[src/rtl/tmr_pkg.sv]
package tmr_pkg;

    typedef enum logic [2:0] {
        REG_CTRL   = 3'd0,
        REG_RELOAD = 3'd1,
        REG_CCR    = 3'd2,
        REG_CNT    = 3'd3,
        REG_IEN    = 3'd4,
        REG_STAT   = 3'd5
    } reg_addr_e;

    // control register layout, LSB first: run, capture mode, falling polarity
    typedef struct packed {
        logic pol_fall;
        logic cap_mode;
        logic run;
    } ctrl_t;

    localparam int ST_UPD = 0;
    localparam int ST_CH  = 1;
    localparam int ST_OVR = 9;
    localparam int NFLAG  = 3;

    // index of each flag in the internal flag vector
    localparam int FI_UPD = 0;
    localparam int FI_CH  = 1;
    localparam int FI_OVR = 2;

    function automatic int flag_bit(input int idx);
        case (idx)
            FI_UPD:  return ST_UPD;
            FI_CH:   return ST_CH;
            default: return ST_OVR;
        endcase
    endfunction

    // hardware set dominates software clear
    function automatic logic flag_next(input logic q, input logic hw_set, input logic sw_clr);
        return hw_set | (q & ~sw_clr);
    endfunction

endpackage

[src/rtl/tmr_edge_sync.sv]
module tmr_edge_sync #(
    parameter int STAGES = 2
) (
    input  logic clk,
    input  logic rst,
    input  logic din,
    input  logic pol_fall,
    output logic edge_o
);
    logic [STAGES-1:0] sync_q;
    logic              prev_q;

    always_ff @(posedge clk) begin
        if (rst) begin
            sync_q <= '0;
            prev_q <= 1'b0;
        end else begin
            sync_q <= {sync_q[STAGES-2:0], din};
            prev_q <= sync_q[STAGES-1];
        end
    end

    always_comb begin
        if (pol_fall) edge_o = prev_q & ~sync_q[STAGES-1];
        else          edge_o = ~prev_q & sync_q[STAGES-1];
    end
endmodule

[src/rtl/tmr_counter.sv]
module tmr_counter #(
    parameter int W = 16
) (
    input  logic         clk,
    input  logic         rst,
    input  logic         run,
    input  logic         ld,
    input  logic [W-1:0] ld_val,
    input  logic [W-1:0] reload,
    output logic [W-1:0] cnt,
    output logic         wrap
);
    assign wrap = run && (cnt == reload);

    always_ff @(posedge clk) begin
        if (rst)       cnt <= '0;
        else if (ld)   cnt <= ld_val;
        else if (wrap) cnt <= '0;
        else if (run)  cnt <= cnt + W'(1);
    end
endmodule

[src/rtl/tmr_chan.sv]
module tmr_chan #(
    parameter int W = 16
) (
    input  logic         clk,
    input  logic         rst,
    input  logic         cap_mode,
    input  logic         run,
    input  logic [W-1:0] cnt,
    input  logic [W-1:0] reload,
    input  logic         wrap,
    input  logic         cap_evt,
    input  logic         wr_ccr,
    input  logic [W-1:0] wval,
    output logic [W-1:0] ccr,
    output logic         ch_set
);
    logic hit;

    always_ff @(posedge clk) begin
        if (rst)                       ccr <= '0;
        else if (cap_mode && cap_evt)  ccr <= cnt;
        else if (!cap_mode && wr_ccr)  ccr <= wval;
    end

    always_comb begin
        if (ccr > reload) hit = wrap;
        else              hit = run && (cnt == ccr);
        ch_set = cap_mode ? cap_evt : hit;
    end
endmodule

[src/rtl/tmr_flags.sv]
module tmr_flags
    import tmr_pkg::*;
(
    input  logic             clk,
    input  logic             rst,
    input  logic [NFLAG-1:0] hw_set,
    input  logic [NFLAG-1:0] sw_clr,
    output logic [NFLAG-1:0] flags
);
    for (genvar i = 0; i < NFLAG; i++) begin : g_flag
        always_ff @(posedge clk) begin
            if (rst) flags[i] <= 1'b0;
            else     flags[i] <= flag_next(flags[i], hw_set[i], sw_clr[i]);
        end
    end
endmodule

[src/rtl/tmr_capcmp.sv]
module tmr_capcmp
    import tmr_pkg::*;
#(
    parameter int CNT_W  = 16,
    parameter int DATA_W = 16,
    parameter int SYNC_N = 2
) (
    input  logic              clk,
    input  logic              rst,
    input  logic              wr_en,
    input  logic              rd_en,
    input  logic [2:0]        addr,
    input  logic [DATA_W-1:0] wdata,
    output logic [DATA_W-1:0] rdata,
    input  logic              cap_in,
    output logic              irq
);
    localparam int IEN_W = 2;

    ctrl_t              ctrl;
    logic [CNT_W-1:0]   reload;
    logic [IEN_W-1:0]   ien;
    logic [CNT_W-1:0]   cnt;
    logic [CNT_W-1:0]   ccr;
    logic               wrap;
    logic               cnt_ld;
    logic               cap_evt;
    logic               ch_set;
    logic               run;
    logic               cap_mode;
    logic [NFLAG-1:0]   hw_set;
    logic [NFLAG-1:0]   sw_clr;
    logic [NFLAG-1:0]   flags;
    logic               uif;
    logic               ccif;
    logic               ovf;
    logic               wr_stat;

    assign run      = ctrl.run;
    assign cap_mode = ctrl.cap_mode;
    assign cnt_ld   = wr_en && (addr == REG_CNT);
    assign wr_stat  = wr_en && (addr == REG_STAT);

    always_ff @(posedge clk) begin
        if (rst) begin
            ctrl   <= '0;
            reload <= '0;
            ien    <= '0;
        end else if (wr_en) begin
            case (addr)
                REG_CTRL:   ctrl   <= ctrl_t'(wdata[$bits(ctrl_t)-1:0]);
                REG_RELOAD: reload <= wdata[CNT_W-1:0];
                REG_IEN:    ien    <= wdata[IEN_W-1:0];
                default:    ;
            endcase
        end
    end

    tmr_edge_sync #(.STAGES(SYNC_N)) i_sync (
        .clk(clk), .rst(rst), .din(cap_in), .pol_fall(ctrl.pol_fall), .edge_o(cap_evt)
    );

    tmr_counter #(.W(CNT_W)) i_cnt (
        .clk(clk), .rst(rst), .run(run), .ld(cnt_ld), .ld_val(wdata[CNT_W-1:0]),
        .reload(reload), .cnt(cnt), .wrap(wrap)
    );

    tmr_chan #(.W(CNT_W)) i_chan (
        .clk(clk), .rst(rst), .cap_mode(cap_mode), .run(run), .cnt(cnt),
        .reload(reload), .wrap(wrap), .cap_evt(cap_evt),
        .wr_ccr(wr_en && (addr == REG_CCR)), .wval(wdata[CNT_W-1:0]),
        .ccr(ccr), .ch_set(ch_set)
    );

    always_comb begin
        hw_set[FI_UPD] = wrap;
        hw_set[FI_CH]  = ch_set;
        hw_set[FI_OVR] = cap_mode && cap_evt && ccif;
        for (int i = 0; i < NFLAG; i++)
            sw_clr[i] = wr_stat && !wdata[flag_bit(i)];
        if (rd_en && cap_mode && (addr == REG_CCR))
            sw_clr[FI_CH] = 1'b1;
    end

    tmr_flags i_flags (
        .clk(clk), .rst(rst), .hw_set(hw_set), .sw_clr(sw_clr), .flags(flags)
    );

    assign uif  = flags[FI_UPD];
    assign ccif = flags[FI_CH];
    assign ovf  = flags[FI_OVR];
    assign irq  = (uif & ien[0]) | (ccif & ien[1]);

    always_comb begin
        rdata = '0;
        case (addr)
            REG_CTRL:   rdata = DATA_W'(ctrl);
            REG_RELOAD: rdata = DATA_W'(reload);
            REG_CCR:    rdata = DATA_W'(ccr);
            REG_CNT:    rdata = DATA_W'(cnt);
            REG_IEN:    rdata = DATA_W'(ien);
            REG_STAT: begin
                rdata[ST_UPD] = uif;
                rdata[ST_CH]  = ccif;
                rdata[ST_OVR] = ovf;
            end
            default:    rdata = '0;
        endcase
    end
endmodule

[config.mk]
export PLATFORM = sky130hd
export DESIGN_NAME = tmr_capcmp
export DESIGN_NICKNAME = d
export VERILOG_FILES = /design/src/rtl/tmr_pkg.sv /design/src/rtl/tmr_edge_sync.sv /design/src/rtl/tmr_counter.sv /design/src/rtl/tmr_chan.sv /design/src/rtl/tmr_flags.sv /design/src/rtl/tmr_capcmp.sv
export SDC_FILE = /design/constraint.sdc
export NUM_CORES = 1
export LEC_CHECK = 0
export ABC_AREA = 1
export ABC_CLOCK_PERIOD_IN_PS = 1600
export BUFFER_PORTS_ARGS = -buffer_cell sky130_fd_sc_hd__buf_2
export CORE_MARGIN = 2
export CORE_UTILIZATION = 44
export DETAILED_ROUTE_END_ITERATION = 10
export PLACE_DENSITY_LB_ADDON = 0.2
export SLEW_MARGIN = 20
export SYNTH_ARGS = -nofsm -noshare
export SYNTH_HDL_FRONTEND = slang
export SYNTH_SLANG_ARGS = --single-unit
export TNS_END_PERCENT = 50
[constraint.sdc]
create_clock -name clk -period 1.6 [get_ports clk]
set_input_delay 0.32 -clock clk [delete_from_list [all_inputs] [get_ports clk]]
set_output_delay 0.32 -clock clk [all_outputs]
set_load 0.005 [all_outputs]
; Yosys cells after proc, flatten, opt, wreduce, memory -nomap -nowiden
; Index checks and enable logic that the tools add are counted.
[classes]
n_addsub = 1
n_mul = 0
div_mod_pow = 0
order_cmp = 1
n_eq_ne = 7
shifts = 0
n_mux = 13
n_bitwise = 16
reduce_logical = 23
[op_table]
columns = cell, count
row1 = 16-bit two-way mux, 5
row2 = 16-bit equality test, 2
row3 = 7-bit case mux with 4 select lines, 1
row4 = 6-bit case mux with 3 select lines, 1
row5 = "16-bit by 1-bit adder with 16-bit output, second input constant", 1
row6 = 16-bit greater-than comparator, 1
row7 = 1-bit logical AND, 13
row8 = 2-bit case mux with 6 select lines, 1
row9 = 1-bit bitwise AND, 7
row10 = "3-bit by 2-bit equality test with 1-bit output, second input constant", 2
row11 = "3-bit equality test, second input constant", 2
row12 = 2-bit AND reduction, 3
row13 = 1-bit NOT, 5
row14 = 1-bit zero test, 4
row15 = 1-bit two-way mux, 4
row16 = 1-bit OR, 4
row17 = 1-bit case mux with 4 select lines, 1
row18 = "3-bit by 1-bit equality test with 1-bit output, second input constant", 1
row19 = 3-bit zero test, 1
row20 = 3-bit nonzero test, 1
row21 = 2-bit nonzero test, 1
[totals]
reg_bits = 59
latchBits = 0
ram_bits = 0
romBits = 0
out_inout_bits = 17
word_cells = 73
n_memories = 0

; Logic depth before layout (Yosys ltp)
[logic_depth]
depth_word = 7
depth_mapped = 15
mapped_depth_nobuf = 15

; Modules after synthesis
; A second synthesis with hierarchy kept.
[hier_totals]
cells_unflattened = 741
area_unflattened_um2 = 4528.1
[modules_own_cells]
columns = mod, instances, cells_each, area_each_um2
row1 = tmr_counter, 1, 262, 1470.2
row2 = tmr_capcmp, 1, 249, 1438.9
row3 = tmr_chan, 1, 201, 1406.3
row4 = tmr_flags, 1, 15, 108.9
row5 = tmr_edge_sync, 1, 14, 103.8

; Worst setup path before layout
; OpenSTA, ideal clock, no wires.
[synth_timing]
kind = register -> register
start = reg i_cnt.cnt[0]
end = reg i_cnt.cnt[12]
arrival_time_ns = 1.449
required_time_ns = 1.468
slack_ns = 0.018
stages_incl_launch_ff = 10
synth_period_minus_slack_ns = 1.582
path_cell_list = dfxtp_1 ha_1 nand2_1 nor2_4 nand2_1 nor3_2 nand3_1 xor2_1 nand2_1 a21oi_1
[synth_via]
elab_chain_cells = 4
word_cells_on_any_way = 7
[synth_rtl]
columns = element, line_no
row1 = start: declaration, tmr_counter.sv:10  ; output logic [W-1:0] cnt,
row2 = start signal: assignment, tmr_counter.sv:17  ; else if (ld) cnt <= ld_val;
row3 = start signal: assignment, tmr_counter.sv:19  ; else if (run) cnt <= cnt + W'(1);
row4 = 16-bit by 1-bit adder with 16-bit output / 16-bit equality test (equally long branches), "tmr_counter.sv:19, tmr_counter.sv:13"
row5 = 16-bit two-way mux / 1-bit logical AND (equally long branches), "tmr_counter.sv:19, tmr_counter.sv:13"
row6 = 16-bit two-way mux, tmr_counter.sv:18  ; else if (wrap) cnt <= '0;
row7 = 16-bit two-way mux, tmr_counter.sv:17
; Several ways; a longest one is shown, not always the timed one. The select of a mux whose other input is x is not followed.
; A chain may end at the register's enable or synchronous reset.

; Worst setup path after layout
[layout_timing]
start = reg reload[9]
end = out rdata[9]
[layout_via]
elab_chain_cells = 1
[layout_rtl]
columns = element, line_no
row1 = start: declaration, tmr_capcmp.sv:21  ; logic [CNT_W-1:0] reload;
row2 = start signal: assignment, tmr_capcmp.sv:52  ; REG_RELOAD: reload <= wdata[CNT_W-1:0];
row3 = 1-bit case mux with 4 select lines, tmr_capcmp.sv:96  ; case (addr)
row4 = end: declaration, tmr_capcmp.sv:14  ; output logic [DATA_W-1:0] rdata,
; Every way passes these cells.

==> results.toml <==
[run_status]
status = "finished with violations"
violations = "negative setup slack"

[die]
die_h_microns = 98.0
core_sq_um = 8640
die-area_sq_um = 9600
io_pins = 41
die_w_microns = 98.0
num_rows = 34
initial_utilization_pct = 45.0

[sta]
skew_ps = 9.85
maxSlewHeadroom_pct = 62.1
max_slew.worst_pin.slew_ps = 569
fin_ws_ps = -38.0
post-route-period-util_pct = 102
setup_violations = 11
final.setup.tns_ps = -180
final_hold_viol_count = 0
max_clock_freq_mhz = 610
period_minus_slack_ps = 1640
slew_viol_final = 0
rsz0062_at_grt = "true"

[setup_path]
cp-end-kind = "output port"
slowest_stage = "dfxtp_2"
path_class = "flop to output port"
cp_max_fo = 2
cp.arrival_ps = 1320
cp_cell_sequence = "inv_2 -> buf_6 -> nor2_1 -> a221oi_2 -> o21ai_1 -> buf_2"
cp.required_ps = 1280
crit_path_max_incr_delay_ps = 320
critPathLaunchType = "flop"

[final_layout]
antennaDiodeCount = 0
final_cells = 842
syn_to_final_growth_pct = 46.1
nNetsFinal = 770
fin_area_sq_um = 5670
utilization_pct = 65.7
final_layout_size_suffix_gt1_share_pct = 39.4

[global_routing]
grt-ovfl-total = 0
grt_usage_pct = 28.5
grt_first_pass_wirelength_mm = 21.9
antenna_found_initial = 0
grt_pass1_vias = 4431
grt_max_degree = 39

[cts]
clk_latency_ps = 350
h-tree-depth = 3
clockBufferDepth = 2
holdBufCountCts = 0
cts_buffers = 9
cts-root-buf = "clkbuf_8"
path_clk_slew_ps = 70
cts_tree = "done"
cts_sinks = 59

[detailed_routing]
vias = 4711
drc_errors = 0
wirelength_mm = 14.4
final_antenna_net_count = 0
vias_per_cell = 5.60
wl_per_cell_microns = 17.1
drt-initial-drc-count = 441
first_pass_iters = 6

[pwr]
vdd_ir_drop_max_mv = 0.508
p_leak_nw = 2.48
power.density_nw_per_um2 = 684

[logic_synthesis]
synth_top_cell_by_area = "dfxtp_1"
yosysTopAreaCellShare_pct = 30.4
ys_ff_latch = 59
synthCells = 593
ys.flop_type = "dfxtp_1"
ys_top_cells_by_area = "dfxtp_1 30%, nand2_1 15%, o21ai_0 8.4%"
synth_edf_count = 0
syn_area_sq_um = 3880
ys_seq_area_share_pct = 30.4
async_flop_share_pct = 0
yosys_warnings = 0
syn_area_per_cell_sq_um = 6.55
syn_nets = 634
ys_types = 33

[place]
dp_slack_ps = -101
dp.cells = 811
place_area_sq_um = 4850
place.port_buffers = 40
gp_congestion = 0.982
dp_hpwl_mm = 9.72

[hold_path]
hold_path.class = "primary input to flop"

[run]
maxCapViolCount = 0
## placed cells by master, fill, tap and decap left out, types with 4 or more instances in the layout
cell        n
o21ai_1    23
nand2_1   140
nand4_1     6
buf_4      90
ha_4        8
ha_1        9
nand2_2    13
inv_2      16
buf_12      6
a21oi_1    41
nor2_2      6
xor2_1     11
o21ai_0    32
nor3_1      4
a22oi_2     7
a22oi_1     6
nor2_4      7
buf_2      37
nand3_1    23
buf_6      13
inv_1      60
a31oi_1    17
nor2_1     27
o22ai_1     6
dfxtp_2    23
nand3_2     7
dfxtp_1    35
a21oi_2     5
o21ai_2    15
clkbuf_8   10
## flip-flops by register name, summed over array words and instances, names as in the netlist
| name | count |
|---|---|
| i_sync.prev_q | 1 |
| i_sync.sync_q | 2 |
| run | 1 |
| ien | 2 |
| reload | 16 |
| cap_mode | 1 |
| i_cnt.cnt | 16 |
| ctrl | 1 |
| i_flags.flags | 3 |
| i_chan.ccr | 16 |
## cell families after synthesis
kind of cell / after synthesis / share of synthesized area (%)
adders and majority gates: 17 / 5.47
DFF: 59 / 30.4
and+or+nand+nor: 241 / 26.9
buffers and inverters: 103 / 11.1
xor gates and xnor gates: 11 / 2.48
AOI/OAI and AO/OA: 162 / 23.6
## worst max-delay path, delay by kind of cell (launching register included)
kind                   cells  cell delay (ps)
AND/OR/NAND/NOR            1               50
flip-flops                 1              320
buffers and inverters      3              330
AO/OA/AOI/OAI              2              280
## metal layers
layer	GRT usage [%]	vias up	wire length (microns)
met5	0	-	0
met4	9.72	0	353
met3	3.29	35	1020
met2	47.0	211	6760
met1	38.9	2216	6250
li1	-	2249	-
## what timing repair did
item,4_1_cts,5_1_grt
pin swaps,10,29
setup endpoints to repair,25,51
gates resized for setup,60,109
cloned,0,3
buffers inserted,8,6
endpoints found under the hold margin,0,0
## cell type report
type / instances / area [sq um]
Inverter: 80 / 315
Multi-Input combinational cell: 431 / 2640
Fill cell: 746 / 2960
Timing Repair Buffer: 148 / 1180
Tap cell: 108 / 135
Clock buffer: 11 / 141
Clock inverter: 5 / 52.6
Sequential cell: 59 / 1210
## synthesized netlist by cell type, types with 2 or more instances
library cell and instances:
o221ai_1 4, o21ai_0 65, ha_1 17, inv_1 73, clkbuf_1 11, nand2_1 152, buf_2 6, nor2_4 2
a31oi_1 17, dfxtp_1 59, a221oi_1 3, nand4_1 6, nor2_2 3, o22ai_1 7, nor2_1 35, nor3_1 5
o21ai_1 5, nand2_2 2, a21oi_1 46, inv_2 7, a22oi_1 13, nand3_2 4, buf_6 4, xor2_1 11
buf_4 2, nand3_1 27
## stage by stage
step / power, mW / hold slack (ps)
floorplan: 1.98 / 388
global placement: 2.30 / 391
detailed placement: 2.31 / 398
CTS: 3.76 / 173
global route: 4.06 / 198
finish: 3.88 / 178
## path summary, 6_finish.rpt
check,to,slack [ps],from,cells past startpoint
max reg2reg,i_flags.flags[1],-40,reload[11],12
max,rdata[9],-40,reload[9],6
min reg2reg,i_sync.sync_q[1],400,i_sync.sync_q[0],2
min,i_sync.sync_q[0],180,cap_in,3
## power breakdown
part | switching [mW] | total [mW] | leakage (nW) | internal, mW
Combinational | 0.519 | 0.897 | 1.89 | 0.378
Clock | 0.649 | 1.40 | 0.0991 | 0.754
Sequential | 0.0539 | 1.58 | 0.491 | 1.53
No activity file was read; power rests on OpenSTA's default activity.
